<file path="src/rtl/wdt_pkg.sv">
package wdt_pkg;

    typedef enum logic [1:0] {
        SEL_GND   = 2'b00,
        SEL_OPEN  = 2'b01,
        SEL_HIGH  = 2'b10,
        SEL_SPARE = 2'b11
    } sel_code_t;

    typedef enum logic [1:0] {
        ST_HOLD  = 2'b00,
        ST_RUN   = 2'b01,
        ST_FIRED = 2'b10
    } wd_state_t;

endpackage

</file>
<file path="src/rtl/strobe_edge_det.sv">
module strobe_edge_det #(
    parameter int SYNC_STAGES = 2
) (
    input  logic clk,
    input  logic rst_n,
    input  logic strobe,
    output logic fall
);
    localparam int CHAIN = SYNC_STAGES + 1;

    logic [CHAIN-1:0] chain_q;

    always_ff @(posedge clk or negedge rst_n) begin
        if (!rst_n) begin
            chain_q <= '1;
        end else begin
            chain_q <= {chain_q[CHAIN-2:0], strobe};
        end
    end

    // last synchronized sample was high, newest synchronized sample is low
    assign fall = chain_q[CHAIN-1] & ~chain_q[CHAIN-2];


    fall_isolated_chk: assert property (@(posedge clk) disable iff (!rst_n)
        fall |=> !fall);

endmodule

</file>
<file path="src/rtl/period_latch.sv">
module period_latch
    import wdt_pkg::*;
#(
    parameter int CW       = 10,
    parameter int LIM_GND  = 63,
    parameter int LIM_OPEN = 250,
    parameter int LIM_HIGH = 500
) (
    input  logic          clk,
    input  logic          rst_n,
    input  logic          load,
    input  logic [1:0]    sel,
    output logic [CW-1:0] limit
);
    localparam logic [CW-1:0] L_GND  = CW'(LIM_GND);
    localparam logic [CW-1:0] L_OPEN = CW'(LIM_OPEN);
    localparam logic [CW-1:0] L_HIGH = CW'(LIM_HIGH);

    logic [CW-1:0] decoded;

    always_comb begin
        unique case (sel_code_t'(sel))
            SEL_GND:   decoded = L_GND;
            SEL_OPEN:  decoded = L_OPEN;
            SEL_HIGH:  decoded = L_HIGH;
            SEL_SPARE: decoded = L_HIGH;
            default:   decoded = L_HIGH;
        endcase
    end

    always_ff @(posedge clk or negedge rst_n) begin
        if (!rst_n) begin
            limit <= L_HIGH;
        end else if (load) begin
            limit <= decoded;
        end
    end


    limit_nonzero_chk: assert property (@(posedge clk) disable iff (!rst_n)
        limit != '0);

endmodule

</file>
<file path="src/rtl/expire_counter.sv">
module expire_counter #(
    parameter int CW = 10
) (
    input  logic          clk,
    input  logic          rst_n,
    input  logic          clr,
    input  logic          tick,
    input  logic [CW-1:0] limit,
    output logic          expired
);
    localparam logic [CW-1:0] ONE = CW'(1);

    logic [CW-1:0] cnt_q;

    always_ff @(posedge clk or negedge rst_n) begin
        if (!rst_n) begin
            cnt_q <= '0;
        end else if (clr) begin
            cnt_q <= '0;
        end else if (tick) begin
            cnt_q <= cnt_q + ONE;
        end
    end

    assign expired = (cnt_q == limit);


    cnt_bound_chk: assert property (@(posedge clk) disable iff (!rst_n)
        cnt_q <= limit + ONE);


    tick_gate_chk: assert property (@(posedge clk) disable iff (!rst_n)
        (!clr && !tick) |=> $stable(cnt_q));

endmodule

</file>
<file path="src/rtl/strobe_watchdog.sv">
module strobe_watchdog
    import wdt_pkg::*;
#(
    parameter int SYNC_STAGES = 2,
    parameter int LIM_GND     = 63,
    parameter int LIM_OPEN    = 250,
    parameter int LIM_HIGH    = 500
) (
    input  logic       clk,
    input  logic       rst_n,
    input  logic       tick,
    input  logic       rst_active,
    input  logic       strobe,
    input  logic [1:0] sel,
    output logic       timeout_req
);
    localparam int LIM_A   = (LIM_GND > LIM_OPEN) ? LIM_GND : LIM_OPEN;
    localparam int LIM_MAX = (LIM_A > LIM_HIGH) ? LIM_A : LIM_HIGH;
    localparam int CW      = $clog2(LIM_MAX + 2);

    wd_state_t     state_q, state_d;
    logic          fall;
    logic          expired;
    logic          load;
    logic          clr;
    logic [CW-1:0] limit;

    strobe_edge_det #(.SYNC_STAGES(SYNC_STAGES)) u_edge (
        .clk    (clk),
        .rst_n  (rst_n),
        .strobe (strobe),
        .fall   (fall)
    );

    period_latch #(
        .CW       (CW),
        .LIM_GND  (LIM_GND),
        .LIM_OPEN (LIM_OPEN),
        .LIM_HIGH (LIM_HIGH)
    ) u_period (
        .clk   (clk),
        .rst_n (rst_n),
        .load  (load),
        .sel   (sel),
        .limit (limit)
    );

    expire_counter #(.CW(CW)) u_count (
        .clk     (clk),
        .rst_n   (rst_n),
        .clr     (clr),
        .tick    (tick),
        .limit   (limit),
        .expired (expired)
    );

    assign load = (state_q == ST_HOLD) && !rst_active;
    assign clr  = (state_q != ST_RUN) || fall;

    always_comb begin
        state_d = state_q;
        unique case (state_q)
            ST_HOLD:  if (!rst_active) state_d = ST_RUN;
            ST_RUN: begin
                if (rst_active)           state_d = ST_HOLD;
                else if (expired && !fall) state_d = ST_FIRED;
            end
            ST_FIRED: if (rst_active)  state_d = ST_HOLD;
            default:                   state_d = ST_HOLD;
        endcase
    end

    always_ff @(posedge clk or negedge rst_n) begin
        if (!rst_n) state_q <= ST_HOLD;
        else        state_q <= state_d;
    end

    always_ff @(posedge clk or negedge rst_n) begin
        if (!rst_n) timeout_req <= 1'b0;
        else        timeout_req <= (state_q == ST_RUN) && (state_d == ST_FIRED);
    end


    req_single_chk: assert property (@(posedge clk) disable iff (!rst_n)
        timeout_req |=> !timeout_req);


    req_not_in_reset_chk: assert property (@(posedge clk) disable iff (!rst_n)
        timeout_req |-> !$past(rst_active));


    fired_quiet_chk: assert property (@(posedge clk) disable iff (!rst_n)
        (state_q == ST_FIRED && $past(state_q == ST_FIRED)) |-> !timeout_req);


    limit_held_chk: assert property (@(posedge clk) disable iff (!rst_n)
        (state_q == ST_RUN && $past(state_q == ST_RUN)) |-> $stable(limit));


    reset_state_chk: assert property (@(posedge clk)
        !rst_n |-> (state_q == ST_HOLD && !timeout_req));

endmodule

</file>
<file path="config.mk">
export PLATFORM = sky130hd
export DESIGN_NAME = strobe_watchdog
export DESIGN_NICKNAME = d
export VERILOG_FILES = /design/src/rtl/wdt_pkg.sv /design/src/rtl/strobe_edge_det.sv /design/src/rtl/period_latch.sv /design/src/rtl/expire_counter.sv /design/src/rtl/strobe_watchdog.sv
export SDC_FILE = /design/constraint.sdc
export NUM_CORES = 1
export LEC_CHECK = 0
export ABC_AREA = 1
export BUFFER_PORTS_ARGS = -buffer_cell sky130_fd_sc_hd__buf_2
export CAP_MARGIN = 10
export CORE_UTILIZATION = 55
export DETAILED_ROUTE_END_ITERATION = 6
export HOLD_SLACK_MARGIN = 0.1
export PLACE_DENSITY_LB_ADDON = 0.25
export SYNTH_ARGS = -nofsm -noshare
export SYNTH_HDL_FRONTEND = slang
export SYNTH_SLANG_ARGS = --single-unit
</file>
<file path="constraint.sdc">
create_clock -name clk -period 2.6 [get_ports clk]
set_input_delay 0.39 -clock clk [delete_from_list [all_inputs] [get_ports clk]]
set_output_delay 0.39 -clock clk [all_outputs]
set_load 0.05 [all_outputs]
</file>
Word level (Yosys, flattened, before mapping) --
Cells that the tools add are included. W data, S select, Z words.
Operators by class: add/sub/neg operators 1, eq/ne operators 8, multiplexer cells 8, bitwise operators 2, reductions and logical operators 10
Operators with widths (count):
- $pmux W9 S3 | 1
- $mux W9 | 2
- $add A9 B1 Y9 const B | 1
- $eq A9 B9 Y1 | 1
- $eq A2 B2 Y1 const B | 4
- $mux W2 | 4
- $pmux W2 S3 | 1
- $eq A2 B1 Y1 const B | 2
- $logic_not A2 Y1 | 2
- $logic_and A1 B1 Y1 | 3
- $logic_not A1 Y1 | 2
- $ne A2 B1 Y1 const B | 1
- $reduce_bool A2 Y1 | 1
- $reduce_or A2 Y1 | 1
- $and A1 B1 Y1 | 1
- $logic_or A1 B1 Y1 | 1
- $not A1 Y1 | 1
Word-level totals: flip-flop bits (word level) 24, bits of input ports 7, output and inout port bits 1

Depth between registers and ports, before layout --
Gate-level depths: netlist (run 1).
word-level depth 9, depth in mapped cells 9, gate-level depth less buffers 9

Hierarchy --
Synthesis (run 1) repeated with hierarchy kept, for this count alone.
Second synthesis, totals: cell total of the unflattened synthesis 132, area total of the unflattened synthesis 1103.6 um^2
By module, submodules not included:
- expire_counter | instances 1, cells an instance 84, area each 638.1 um^2, seq. area each 225.2 um^2
- period_latch | instances 1, cells an instance 27, area each 230.2 um^2, seq. area each 128.9 um^2
- strobe_watchdog | instances 1, cells an instance 16, area each 146.4 um^2, seq. area each 75.1 um^2
- strobe_edge_det | instances 1, cells an instance 5, area each 88.8 um^2, seq. area each 78.8 um^2

Worst setup path before layout (run 1) --
Ideal clock, no wire load.
path kind flip-flop to flip-flop, from register u_count.cnt_q[0], to register u_count.cnt_q[8], arrival 1.182 ns, required time 2.479 ns, slack 1.297 ns, cell stages (with the launch flop) 9, buffers on the path 0, clock period less this slack 1.303 ns, cells stage by stage dfrtp_1 -> ha_1 -> nand2_1 -> nor2_4 -> nand2_2 -> nor2_4 -> nand3_2 -> o21ai_1 -> a21oi_1
On the way: longest elaborated chain between the ends 3
Ends and longest elaborated chain:
- from (decl) | RTL line expire_counter.sv:13 | logic [CW-1:0] cnt_q;
- from (signal assigned) | RTL line expire_counter.sv:21 | cnt_q <= cnt_q + ONE;
- $add A9 B1 Y9 | RTL line expire_counter.sv:21
- $mux W9 | RTL line expire_counter.sv:20 | end else if (tick) begin
- $mux W9 | RTL line expire_counter.sv:18 | end else if (clr) begin
No other way between the ends. The select of a mux whose other input is x is not followed. A chain may end at the register's enable or synchronous reset.

Final worst setup path (run 1) --
Ends and elaborated chain as after synthesis.

==> run summary, run 1 <==
The required time of the worst setup path is 2.80 ns, and the number of buffers and inverters on the critical path is 0. Synthesis handed over a netlist of 116 instances. The worst max-slew margin expressed relative to the limit was 71.1%; the antenna diode instance count was 0. The source of the worst register-to-register timing path was u_count.cnt_q[0]. Across the routed clock network, the largest skew measured is 0.00946 ns.

Among the stages of the critical path, the cell type that occurs most often is sky130_fd_sc_hd__nor2_4. Clock-pin slew on the worst setup and hold paths: 0.12 ns. After routing the design area is 0.00112 mm2. The tool flagged a number of max-cap violations equal to 0. The cell area that synthesis handed to floorplanning was 996 um2.

Sequential elements use 51.0% of the synthesized area. The die covers 0.00199 mm2. Counting every sink on the clock net gives 20. The leakage component of the power is 0.506 nW, and the weighted congestion reported at the end of routability-driven placement is 0.788. The number of post-CTS setup repair buffers was 0. The share of total power dissipated in combinational logic is 10.3%. The delay contributed by the slowest stage of the critical path was 0.51 ns; the number of antenna violations at the first check in global routing was 0. After floorplanning, the core was divided into 15 placement rows. The floorplan step set the die width to 44.6 um. The remaining routing DRC violations came out at 0. The minimum clock period is 1.47 ns.

Cells fill 65.9% of the core in the end. The layout cell share with drive strength beyond 1 works out to 23.4%. Port buffering added 7 buffers. The tools report the number of buffers created by CTS as 3.

The detail route stage leaves a number of antenna-violating nets equal to 0. Entering global routing, the biggest net connects 21 pins. The total global-route track usage is 23.2%. The run finished with clean final reports.

Power spread over the standard cell area amounts to 593 mW/mm2. The longest clock path from root to sink contains 2 buffers. The clock network is responsible for 38.0% of the overall power. The vertical die dimension is 44.6 um. Based on the critical path, the design can be clocked at up to 678 MHz. The tools report the placed cell area as 0.00106 mm2.

After layout, the worst path uses 56.7% of the clock period. The area growth from synthesis to final layout is 12.9%. In this run switching power makes up 23.1% of total power.

The tools report the via count of the first global-routing pass as 749. Cell type group with the largest total delay on the critical path: flip-flops. The cell at the slowest stage of the critical path was sky130_fd_sc_hd__dfrtp_1. The first global-routing pass estimated 3.21 mm of wire.

Count of unique library cells instantiated by Yosys: 22. The transition time of the tightest slew-check pin came out at 0.433 ns. In the final design database the tool counted 137 nets. The critical path in this run is classified as register to register. Fill cells in the final layout number 134.

For this run, the number of Yosys warnings is 0. Number of I/O pins: 8. The type of the worst min-delay path is primary input to register. Setup repair after global routing left no endpoint under its margin.

The maximum vdd drop is 592 uV, and the post-cts resize count is 0. The run gives 0 as the final-report hold violation count. The tools report the cell total after placement as 148. TritonCTS built the clock tree. The run gives 31 as the DRC marker count from the first detailed-route iteration. The origin of the worst min-delay path was strobe. For this block, the via count after detailed routing is 785. The run gives 0 as the overall overflow remaining after global route.

In this run the worst setup path begins at u_count.cnt_q[0]. Once the floorplan was initialized, standard cells occupied 58.3% of the core. Largest fanout of any net on the critical path: 6. Clock tree synthesis selected as its root buffer the cell sky130_fd_sc_hd__clkbuf_4.

Excluding fillers, the count of instances in the completed layout stands at 153. The tools report the insertion delay of the later-clocked pin in the worst-skew pair as 0.31 ns. After detailed routing, the average wire length per cell comes to 12.8 um. The logs give 0.513 mW for the internal portion of total power and 0.00171 mm2 for the core area. Setup violations remaining at the end of the flow were counted as 0. Walking the worst path, the cells encountered are ha_1 -> nand2_1 -> nor2_4 -> nand2_2 -> nor2_4 -> nand3_2 -> o21ai_1 -> a21oi_1. The worst setup path is captured at a register. The run gives 1.96 mm as the final wirelength. The max-slew violation count is 0. The first detailed-routing pass took 4 iterations. The post-synthesis area per instance works out to 8.59 um2. The worst setup path is launched from a register. In this run, flip-flops and latches consume 51.7% of the power. The run gives 1 as the maximum level of the CTS H-tree.

Detailed placement finished with a half-perimeter wire length of 1.39 mm. After routing, the total negative slack on setup checks comes to 0 ns. The logs give 0.154 mW for the switching power and 124 for the net count of the mapped netlist.

In this run, synthesis produced a sequential element count of 20. Using the TritonRoute via totals, the vias-per-cell ratio works out to 5.13. For the worst endpoint data arrival time, the log shows 1.68 ns.
power groups by stage:
stage	Combinational, mW	Sequential, mW	Clock, mW
5_1_grt	0.0780	0.347	0.266
2_1_floorplan	0.0444	0.347	0
3_5_place_dp	0.0670	0.351	0
3_3_place_gp	0.0639	0.350	0
6_report	0.0690	0.345	0.253
4_1_cts	0.0688	0.345	0.257
layout make-up:
cell class	count	area [um2]	share of cell area [%]
repair buffers	8	45.0	4.00
flip-flops and latches	20	508	45.2
multi-input cells	78	420	37.4
well taps	25	31.3	2.78
inverters	18	67.6	6.01
clock inverters	1	30.0	2.67
clock buffers	3	22.5	2.00
path summary, 6_finish.rpt:
check                      slack, ns                 to  cells after the start
max                             1.13   u_count.cnt_q[8]                      8
max in group asynchronous       1.72  u_period.limit[8]                      2
min reg2reg                     0.37  u_edge.chain_q[1]                      0
min                             0.16  u_edge.chain_q[0]                      1
min in group asynchronous       0.54   u_count.cnt_q[6]                      2
max reg2reg                     1.13   u_count.cnt_q[8]                      8
worst register-to-register path: stages (launching register included):
cell                      delay [ns]
sky130_fd_sc_hd__dfrtp_1        0.51
sky130_fd_sc_hd__ha_1           0.22
sky130_fd_sc_hd__nand2_1        0.09
sky130_fd_sc_hd__nor2_4         0.11
sky130_fd_sc_hd__nand2_2        0.08
sky130_fd_sc_hd__nor2_4         0.11
sky130_fd_sc_hd__nand3_2        0.08
sky130_fd_sc_hd__o21ai_1        0.12
sky130_fd_sc_hd__a21oi_1        0.05
routing by layer:
layer | GRT usage (%) | vias up | wire, um
met3 | 2.45 | 4 | 105
met1 | 29.5 | 366 | 853
met4 | 12.7 | 0 | 31
met2 | 38.5 | 19 | 966
li1 | - | 396 | -
met5 | 0 | - | 0
cells in the mapped netlist:
cell type                   n  area (um2)
sky130_fd_sc_hd__nand2_1   22        82.6
sky130_fd_sc_hd__ha_1       1        12.5
sky130_fd_sc_hd__nor2_2     1        6.26
sky130_fd_sc_hd__inv_1     13        48.8
sky130_fd_sc_hd__nor3_4     1        16.3
sky130_fd_sc_hd__nor2_4     2        22.5
sky130_fd_sc_hd__nand3_1    3        15.0
sky130_fd_sc_hd__nand4_1    2        12.5
sky130_fd_sc_hd__o22ai_1    2        12.5
sky130_fd_sc_hd__nor3_2     1        10.0
sky130_fd_sc_hd__nand3_2    2        20.0
sky130_fd_sc_hd__o21ai_0    5        25.0
sky130_fd_sc_hd__a21oi_1   11        55.1
sky130_fd_sc_hd__o211ai_1   1        7.51
sky130_fd_sc_hd__nand2_2    1        6.26
sky130_fd_sc_hd__inv_2      5        18.8
sky130_fd_sc_hd__dfrtp_1   14         350
sky130_fd_sc_hd__dfstp_2    6         158
sky130_fd_sc_hd__o21ai_1    3        15.0
sky130_fd_sc_hd__xnor2_1    5        43.8
sky130_fd_sc_hd__nor3_1     1        5.00
sky130_fd_sc_hd__nor2_1    14        52.6
cells by family after synthesis:
| kind of cell | count (synthesis) | share of synthesized area [%] |
|---|---|---|
| simple gates | 50 | 25.0 |
| compound gates | 22 | 11.6 |
| flops | 20 | 51.0 |
| buf+inv | 18 | 6.78 |
| xor+xnor | 5 | 4.40 |
| fa+ha+maj | 1 | 1.26 |
stage by stage:
step	power, mW	setup slack [ns]	hold slack (ns)
finish	0.667	1.13	0.164
global route	0.691	1.04	0.151
CTS	0.670	1.13	0.159
detailed placement	0.418	1.16	0.349
global placement	0.413	1.23	0.347
floorplan	0.391	1.30	0.0944
placed cells by master, fill, tap and decap left out, drive strengths merged, types with 5 or more instances in the layout:
master and n:
a21oi 11, nor2 17, nand2 23, dfrtp 14, dfstp 6, inv 18, o21ai 8, nand3 5
xnor2 5, buf 7
flip-flops by register name, summed over array words and instances, names as in the netlist:
name	cells
u_count.cnt_q	9
u_edge.chain_q	3
state_q	2
timeout_req	1
u_period.limit	5
timing repair:
item                                   CTS  global route
hold buffers                             1             0
endpoints found under the hold margin   14             0
setup endpoints to repair                0             0
Power figures use the tool's default switching activity.
==> run 2, diff against run 1 <==
- ABC_AREA: 1 -> 0
- CORE_UTILIZATION: 55 -> 50
- clock period: 2.6 -> 1.34 ns (I/O delays scaled with it)
==> run 2 against run 1 <==
The run now ends with setup timing left. Via count shrank 16%. Sequential power is 93% higher. Synthesized cell count decreased by 25%. Fmax is 9.9% higher. Combinational power up 81%. Synthesized area is 10% lower. Setup slack lost 1.1 ns. Clock skew about the same. Flip-flop and latch count stayed put. Total power rose by 71%. Register-to-register slack got worse by 1.1 ns. Hold slack improved by 0.049 ns. Largest power group unchanged.
==> run summary, run 2 <==
The flow ran to the end, but the final reports show violations. The final reports fail on setup timing. The CTS sink count came out at 20. The number of antenna violations at the first check in global routing is 0. The pre-antenna-repair detailed-routing pass consisted of 4 iterations. Commonest register cell after synthesis: sky130_fd_sc_hd__dfrtp_1.

Layout cell share with drive strength beyond 1: 29.9%. Final worst-path setup slack: -0.00256 ns. Ranked by total cell area, the synthesized netlist is headed by sky130_fd_sc_hd__dfrtp_1 39%, sky130_fd_sc_hd__dfstp_2 18%, sky130_fd_sc_hd__xnor2_1 9.8%. The total number of placement rows was 14. In this run the worst path has a maximum fanout of 4.

The library cell used most frequently in the layout, excluding fill and tap cells, is sky130_fd_sc_hd__nor2_1. Summed over all nets, the half-perimeter wirelength after detailed placement is 1.13 mm. In the final layout, the registers with the most flip-flops are u_count.cnt_q: 9 flops, u_period.limit: 5 flops, u_edge.chain_q: 3 flops. In this run, synthesis produced a sequential element count of 20. The logs give 11 for the DRC marker count from the first detailed-route iteration and 8 for the number of I/O pins. The largest register by flop count was u_count.cnt_q. Summed over all layers, the routed wires come to 1.63 mm. The number of instances in the synthesized netlist was 87; the total power per unit cell area was 1030 mW/mm2. STA classifies the critical path endpoint as a register. The routed layout has 658 vias. The logs give 0 for the final-report hold violation count and 2.77 mm for the first-pass GRT wire length. The finished cells cover 0.00110 mm2. The number of enable-type register cells in the synthesized netlist came out at 0.

The weighted congestion reported at the end of routability-driven placement was 0.742; the number of flip-flops under the largest register name was 9. The tool flagged a number of max-cap violations equal to 0. The minimum clock period is 1.34 ns. The clock-pin slew on the worst setup and hold paths is 0.11 ns, and the leakage component of the power is 0.480 nW. The timing-limited maximum frequency was 745 MHz; the number of failing setup endpoints in the final timing report was 1.

Kind of launch point of the worst setup path: a register. The max-slew violation count was 0; the synthesis warning total was 0. The overall overflow remaining after global route came out at 0. TritonCTS built the clock tree. The area share of the largest cell type after synthesis was 39.1%; the largest buffer count on any clock path was 2. In this run the cell area of the synthesized design comes to 896 um2. Post-route antenna net violation count: 0. The insertion delay of the later-clocked pin in the worst-skew pair is 0.30 ns, and the post-synthesis area per instance is 10.3 um2.

For the maximum number of pins on one net before global-route repair, the log shows 21. The logs give 608 for the via count of the first global-routing pass and 1 for the maximum level of the CTS H-tree. The maximum vdd drop is 1050 uV. The run gives 0.00100 mm2 as the placed cell area.

The tools report the initial cell density of the core as 56.2%. STA puts the critical path data arrival time at 1.58 ns. During placement, the flow inserted port buffers numbering 7.

TritonCTS created 3 clock buffers. Dividing the detail-routed wire length by the instance count gives 12.4 um. Across every metal layer, demand over resource in global routing totals 20.3%. In the synthesized netlist the async set-or-reset flop fraction comes to 100%. In the final design database the tool counted 116 nets.

Average vias per placed instance: 5.02. After synthesis, the most frequently instantiated cells are 16 x sky130_fd_sc_hd__nor2_1, 14 x sky130_fd_sc_hd__dfrtp_1, 10 x sky130_fd_sc_hd__nand2_1, 10 x sky130_fd_sc_hd__xnor2_1, 6 x sky130_fd_sc_hd__dfstp_2. The clock arrives with 0.00957 ns of skew. By startpoint and endpoint, the worst setup path is classified as register to register.

From synthesis to final layout, the design area changed by 23.2%. The remaining routing DRC violations is 0, and the worst max-slew margin expressed relative to the limit is 71.4%. Clock tree synthesis selected as its root buffer the cell sky130_fd_sc_hd__clkbuf_4. 0 antenna diodes ended up in the layout.

Type of the worst min-delay path: primary input to register. Setup repair after global routing could not meet its margin everywhere. The netlist uses 24 different library cells.

The placement-stage worst setup slack came out at -0.0153 ns. The vertical die dimension works out to 44.3 um. The synthesized design spends more area on one cell type than any other, namely sky130_fd_sc_hd__dfrtp_1.

The core area was 0.00159 mm2. The library cells used most frequently in the layout, excluding fill and tap cells, are 15 x sky130_fd_sc_hd__nor2_1, 13 x sky130_fd_sc_hd__dfrtp_1, 10 x sky130_fd_sc_hd__xnor2_1, 10 x sky130_fd_sc_hd__nand2_1, 7 x sky130_fd_sc_hd__buf_2. The transition time of the tightest slew-check pin works out to 0.429 ns.

The most instantiated library cell after synthesis was sky130_fd_sc_hd__nor2_1. The number of post-CTS setup repair buffers was 0; the overall die area was 0.00197 mm2. Sequential cells were found to cover 56.7% of the synthesized design area. In the finished design, the share of the clock period the worst path needs comes to 100%.

The number of nets in the synthesized netlist is 95. For the required time of the worst setup path, the log shows 1.57 ns. The floorplan step set the die width to 44.3 um.
==> run 2: cell count changes in the layout (fill, tap and decap cells not counted), moves of 3 or more <==
cell / before / now
sky130_fd_sc_hd__dlygate4sd3_1: 1 / 4
sky130_fd_sc_hd__inv_2: 5 / 0
sky130_fd_sc_hd__inv_1: 13 / 2
sky130_fd_sc_hd__xnor2_1: 5 / 10
sky130_fd_sc_hd__a21oi_1: 11 / 0
sky130_fd_sc_hd__o21ai_1: 3 / 0
sky130_fd_sc_hd__xor2_1: 0 / 3
sky130_fd_sc_hd__nand2_1: 22 / 10
sky130_fd_sc_hd__buf_4: 0 / 6
==> run 2: cell families (layout without fill, tap and decap cells) <==
family	count (synthesis)	after routing	share of synthesized area, %
muxes	1	1	1.12
AOI/OAI and AO/OA	7	7	4.89
DFF	20	20	56.7
adders and majority gates	1	1	1.40
buffers and inverters	3	23	1.26
xor gates and xnor gates	13	13	12.7
and+or+nand+nor	42	42	21.9
==> run 2: what timing repair did <==
item                       in CTS  in global routing
gates resized for setup         0                  6
hold buffers                    4                  0
pin swaps                       0                  6
hold endpoints to repair       17                  0
setup endpoints to repair       2                  7
==> run 2: final cells by class <==
cell class              instances  area, um2
fillers                       109        490
well taps                      24       30.0
repair buffers                 17        120
inverters                       2       7.51
clock buffers                   4       36.3
flip-flops and latches         20        509
multi-input cells              64        400
==> run 2: worst max-delay path: stages (launching register included) <==
cell and delay (ns):
sky130_fd_sc_hd__dfrtp_1 0.41, sky130_fd_sc_hd__buf_4 0.15, sky130_fd_sc_hd__nor2_1 0.14, sky130_fd_sc_hd__nand2_1 0.06, sky130_fd_sc_hd__or3_1 0.40, sky130_fd_sc_hd__nor3_2 0.12
==> run 2: metal layers <==
metal	global-route usage [%]	vias to the layer above	part of all wire, %
li1	-	329	-
met1	28.7	307	47
met4	9.09	0	0.61
met3	4.90	2	3.2
met2	29.7	20	49
met5	0	-	0
==> run 2: path summary, 6_finish.rpt <==
check | start | end | slack (ns) | depth (start not counted)
max | state_q[1] | timeout_req | -0.003 | 5
min in group asynchronous | rst_n | timeout_req | 0.35 | 2
min | rst_active | state_q[0] | 0.21 | 3
min reg2reg | u_edge.chain_q[0] | u_edge.chain_q[1] | 0.36 | 0
max in group asynchronous | rst_n | u_period.limit[7] | 0.65 | 2
max reg2reg | state_q[1] | timeout_req | -0.003 | 5
==> run 2: power by group <==
part | internal (mW) | total, mW | switching, mW
Combinational | 0.0615 | 0.125 | 0.0634
Sequential | 0.643 | 0.667 | 0.0240
Clock | 0.166 | 0.347 | 0.182
==> run 2: through the flow <==
| step | hold WS (ns) | instances | util (%) | total power [mW] | TNS [ns] |
|---|---|---|---|---|---|
| 5_1_grt | 0.195 | 131 | 69.2 | 1.20 | -0.164 |
| 2_1_floorplan | -0.0946 | 87 | - | 0.738 | 0 |
| 3_5_place_dp | 0.167 | 123 | 62.9 | 0.789 | -0.0229 |
| 4_1_cts | 0.182 | 131 | 67.7 | 1.15 | -0.0828 |
| 3_3_place_gp | 0.162 | 123 | 62.9 | 0.785 | -0.0297 |
| 6_report | 0.213 | 131 | 69.2 | 1.14 | -0.00256 |
